==> src/rtl/gpio_port_regs.sv <==
module gpio_port_regs #(
  parameter int AW = 6
) (
  input  logic          clk,
  input  logic          rst_n,
  input  logic [AW-1:0] bus_addr,
  input  logic          bus_we,
  input  logic [31:0]   bus_wdata,
  output logic [31:0]   bus_rdata,
  input  logic [15:0]   pin_in,
  output logic [15:0]   pad_out,
  output logic [15:0]   pad_oe,
  output logic [15:0]   pad_od,
  output logic [31:0]   pad_pull,
  output logic [63:0]   pad_af
);
  localparam int PINS = 16;
  localparam logic [3:0] A_MODE = 4'd0, A_TYPE = 4'd1, A_SPEED = 4'd2, A_PULL = 4'd3,
                         A_IN = 4'd4, A_OUT = 4'd5, A_SETCLR = 4'd6, A_AFLO = 4'd8,
                         A_AFHI = 4'd9;

  logic [2*PINS-1:0] mode_q, speed_q, pull_q;
  logic [PINS-1:0]   type_q, out_q, sync1_q, sync2_q;
  logic [31:0]       aflo_q, afhi_q;
  logic [3:0]        idx;

  assign idx = bus_addr[5:2];

  always_ff @(posedge clk or negedge rst_n) begin
    if (!rst_n) begin
      mode_q  <= '0;
      type_q  <= '0;
      speed_q <= '0;
      pull_q  <= '0;
      out_q   <= '0;
      aflo_q  <= '0;
      afhi_q  <= '0;
    end else if (bus_we) begin
      case (idx)
        A_MODE:   mode_q  <= bus_wdata;
        A_TYPE:   type_q  <= bus_wdata[PINS-1:0];
        A_SPEED:  speed_q <= bus_wdata;
        A_PULL:   pull_q  <= bus_wdata;
        A_OUT:    out_q   <= bus_wdata[PINS-1:0];
        A_SETCLR: out_q   <= (out_q & ~bus_wdata[31:16]) | bus_wdata[15:0];
        A_AFLO:   aflo_q  <= bus_wdata;
        A_AFHI:   afhi_q  <= bus_wdata;
        default:  ;
      endcase
    end
  end

  always_ff @(posedge clk or negedge rst_n) begin
    if (!rst_n) begin
      sync1_q <= '0;
      sync2_q <= '0;
    end else begin
      sync1_q <= pin_in;
      sync2_q <= sync1_q;
    end
  end

  always_comb begin
    case (idx)
      A_MODE:  bus_rdata = mode_q;
      A_TYPE:  bus_rdata = {16'h0, type_q};
      A_SPEED: bus_rdata = speed_q;
      A_PULL:  bus_rdata = pull_q;
      A_IN:    bus_rdata = {16'h0, sync2_q};
      A_OUT:   bus_rdata = {16'h0, out_q};
      A_AFLO:  bus_rdata = aflo_q;
      A_AFHI:  bus_rdata = afhi_q;
      default: bus_rdata = '0;
    endcase
  end

  for (genvar i = 0; i < PINS; i++) begin : g_pin
    logic drive_mode;
    assign drive_mode = mode_q[2*i+1] ^ mode_q[2*i];
    assign pad_oe[i]  = drive_mode & (~type_q[i] | ~out_q[i]);
  end

  assign pad_out  = out_q;
  assign pad_od   = type_q;
  assign pad_pull = pull_q;
  assign pad_af   = {afhi_q, aflo_q};
endmodule


==> config.mk <==
export PLATFORM = sky130hd
export DESIGN_NAME = gpio_port_regs
export DESIGN_NICKNAME = d
export VERILOG_FILES = /design/src/rtl/gpio_port_regs.sv
export SDC_FILE = /design/constraint.sdc
export NUM_CORES = 1
export LEC_CHECK = 0
export CAP_MARGIN = 20
export CELL_PAD_IN_SITES_DETAIL_PLACEMENT = 1
export CELL_PAD_IN_SITES_GLOBAL_PLACEMENT = 1
export CORE_AREA = 2 2 154 156
export CTS_CLUSTER_DIAMETER = 200
export DETAILED_ROUTE_END_ITERATION = 12
export DIE_AREA = 0 0 156 158
export DONT_BUFFER_PORTS = 1
export PLACE_DENSITY_LB_ADDON = 0.1
export SKIP_LAST_GASP = 1
export SYNTH_ARGS = -nofsm -noshare
export SYNTH_HDL_FRONTEND = slang
export SYNTH_SLANG_ARGS = --single-unit
==> constraint.sdc <==
create_clock -name clk -period 2 [get_ports clk]
set_input_delay 0.3 -clock clk [delete_from_list [all_inputs] [get_ports clk]]
set_output_delay 0.3 -clock clk [all_outputs]
set_load 0.01 [all_outputs]
==> metrics.cfg <==
[timing]
period_needed_ns=1.96
hold_viol=224
max_slew_margin=0.412
clock.fmax_ghz=0.510
setup_violations=0
skew_ns=0.00361
worst_pin_slew_ns=0.882
slew_viol_final=0
grt_setup_unrepaired=true
holdWs_ns=-0.521
fin_crit_sh=0.980

[placement]
hpwlAfterDp_um=20000
port_buffers=0
globalplace.congestion=0.802

[worst_setup_path]
cp_data_required_time_ns=1.70
cp_max_fo=4
r2r_slack_ns=1.08
endpoint_kind=output pin
cpMaxStageDelayCell=dfrtp_2
crit_chain=mux2_2, a221o_1
arrival_ns=1.66
crit_path_max_incr_delay_ns=0.47
startpoint_type=flip-flop
worstSetupPathType=reg -> out

[power_and_ir_drop]
finalPower_mw=13.9
pwr-share-clk=0.357
seqPwrFrac=0.486
power_density_nw_per_um2=1170
ir_worst_vdd_v=0.000740
power.switching_mw=4.09
p_leak_nw=5.10
power_frac_comb=0.157
switching_share=0.294
internal-power_mw=9.85

[yosys]
synthTopCellsByArea=dfrtp_1 (56%), mux2_2 (23%), mux2i_1 (5.5%), a221o_1 (1.6%), buf_2 (1.5%)
avgSynthCellArea_um2=14.2
netlist_area_um2=9980
synth_cell_types=39
syn-num-nets=760
synth_seq_cells=224
synthFlopType=dfrtp_1
yosys_warnings=0
yosysTopAreaCellShare=0.562
yosysTopAreaCell=dfrtp_1
synth_edf_count=0
seq_area_frac_synth=0.562
ys_async_sr_fraction=1.00
syn_inst=703

[global_route]
grt_pass1_vias=7128
gr-total-overflow=0
track_usage=0.254
antenna_found_initial=0
grt_pass1_wl_um=46700
grt_max_degree=225

[flow_run]
cap_violations=0

[status]
failed_checks=hold timing
status=complete, but fails checks

[layout]
final_cell_mix=mux2_2 (203), dfrtp_1 (195), mux2i_1 (53), dlygate4sd3_1 (49)
syn2layout_area_growth_pct=18.9
nFillCells=2235
seqCellArea_um2=5640
final_core_util=0.515
multi_input_area_um2=4140
final_common_cell=mux2_2
final_nets=818
antenna_cells=0
drive_above_1_share=0.417

[clock_network]
cts_root_buf=clkbuf_16
clk_pin_slew_ns=0.06
cts_inserted_buffers=25
postCtsHoldBufs=49
h-tree-depth=1
clock_latency_ns=0.53
cts_post_setup_buffers_inserted=0
clkSinkCount=224
clock_path_buffers=3
cts_tree=built

[die]
start_util=0.433
rows=56
core_um2=23100
dieArea_um2=24600
pin_count=233
fp.dieH_um=158
die_w_um=156

[detailed_routing]
routed-via-count=6516
drc_errors=0
dr.pass1.iters=4
routed_wl_um=31500
drtIter0Drc=346
wire_per_inst_um=29.4
ant_nets=0
routed_via_density=6.09

[worst_hold_path]
min_path_type=in -> async

-- layer usage --
| metal | global-route usage | vias up | wire [um] |
|---|---|---|---|
| li1 | - | 2763 | - |
| met1 | 0.335 | 3466 | 13100 |
| met2 | 0.421 | 248 | 15100 |
| met3 | 0.0660 | 39 | 2570 |
| met4 | 0.0599 | 0 | 670 |
| met5 | 0 | - | 0 |
-- sequential cells by signal (all words and copies together) (netlist names) --
register  cells
mode_q       32
sync1_q      16
speed_q      32
afhi_q       32
pad_out      16
sync2_q      16
aflo_q       32
pad_pull     32
pad_od       16
-- path summary, 6_finish.rpt --
| kind | startpoint | to | depth (start not counted) |
|---|---|---|---|
| setup / recovery | pad_od[12] | bus_rdata[12] | 2 |
| hold / removal | rst_n | pad_pull[23] | 0 |
| setup reg to reg | pad_od[10] | pad_od[10] | 2 |
| hold reg to reg | sync1_q[9] | sync2_q[9] | 0 |
| max in group asynchronous | rst_n | pad_od[12] | 0 |
| min in group clk | bus_we | pad_out[12] | 2 |
-- power by group through the flow --
stage / clock, mW / sequential [mW] / combinational [mW]
after global routing: 5.25 / 6.91 / 2.38
after floorplan: 0 / 6.42 / 1.69
final: 4.97 / 6.77 / 2.19
after detailed placement: 0 / 6.83 / 2.06
after CTS: 5.09 / 6.75 / 2.20
after global placement: 0 / 6.76 / 1.98
-- Yosys cell counts (all sizes together) (2+ instances only) --
cell type    n
dfrtp      224
mux2       208
mux2i       55
buf         41
a21oi       16
a221o       16
a22o        16
o2111ai     16
o22ai       16
nand2       14
xnor2       13
clkbuf      11
o221ai      10
a22oi        9
o21ai        9
a2bb2oi      6
nor2         4
and3         2
nand3b       2
nor3         2
or3b         2
-- what timing repair did --
item / in CTS / in global routing
endpoints found under the setup margin: 5 / 14
gates resized for setup: 6 / 26
hold endpoints to repair: 432 / 224
pin swaps: 0 / 9
-- kinds of logic after synthesis --
family,share of synthesized area
AO/OA/AOI/OAI,0.0875
flip-flops,0.562
multiplexers,0.290
XOR/XNOR,0.0123
buffers and inverters,0.0271
AND/OR/NAND/NOR,0.0218
-- stage by stage --
step	hold slack, ns	area [um2]	std cells	worst slack (ns)	TNS (ns)
finish	-0.521	11900	1070	0.0392	0
detailed placement	0.0116	10400	975	0.165	0
global route	-0.546	11900	1070	-0.0273	-0.0817
global placement	0.0130	10400	975	0.183	0
CTS	-0.546	11800	1070	-0.0214	-0.0214
floorplan	0.00441	9980	703	0.157	0
-- critical path, delay by kind of cell, from the launching register on --
kind / cells / cell delay [ns]
multiplexers: 1 / 0.29
AO/OA/AOI/OAI: 1 / 0.39
flip-flops: 1 / 0.47
-- final cells by class --
cell class	instances	area share
tap	290	0.0306
sequential	224	0.476
timing repair buffer	83	0.0681
clock inverter	10	0.0132
inverter	1	0.000316
multi-input combinational	426	0.349
clock buffer	36	0.0630
Note: power is estimated with default switching activity, not from simulation.
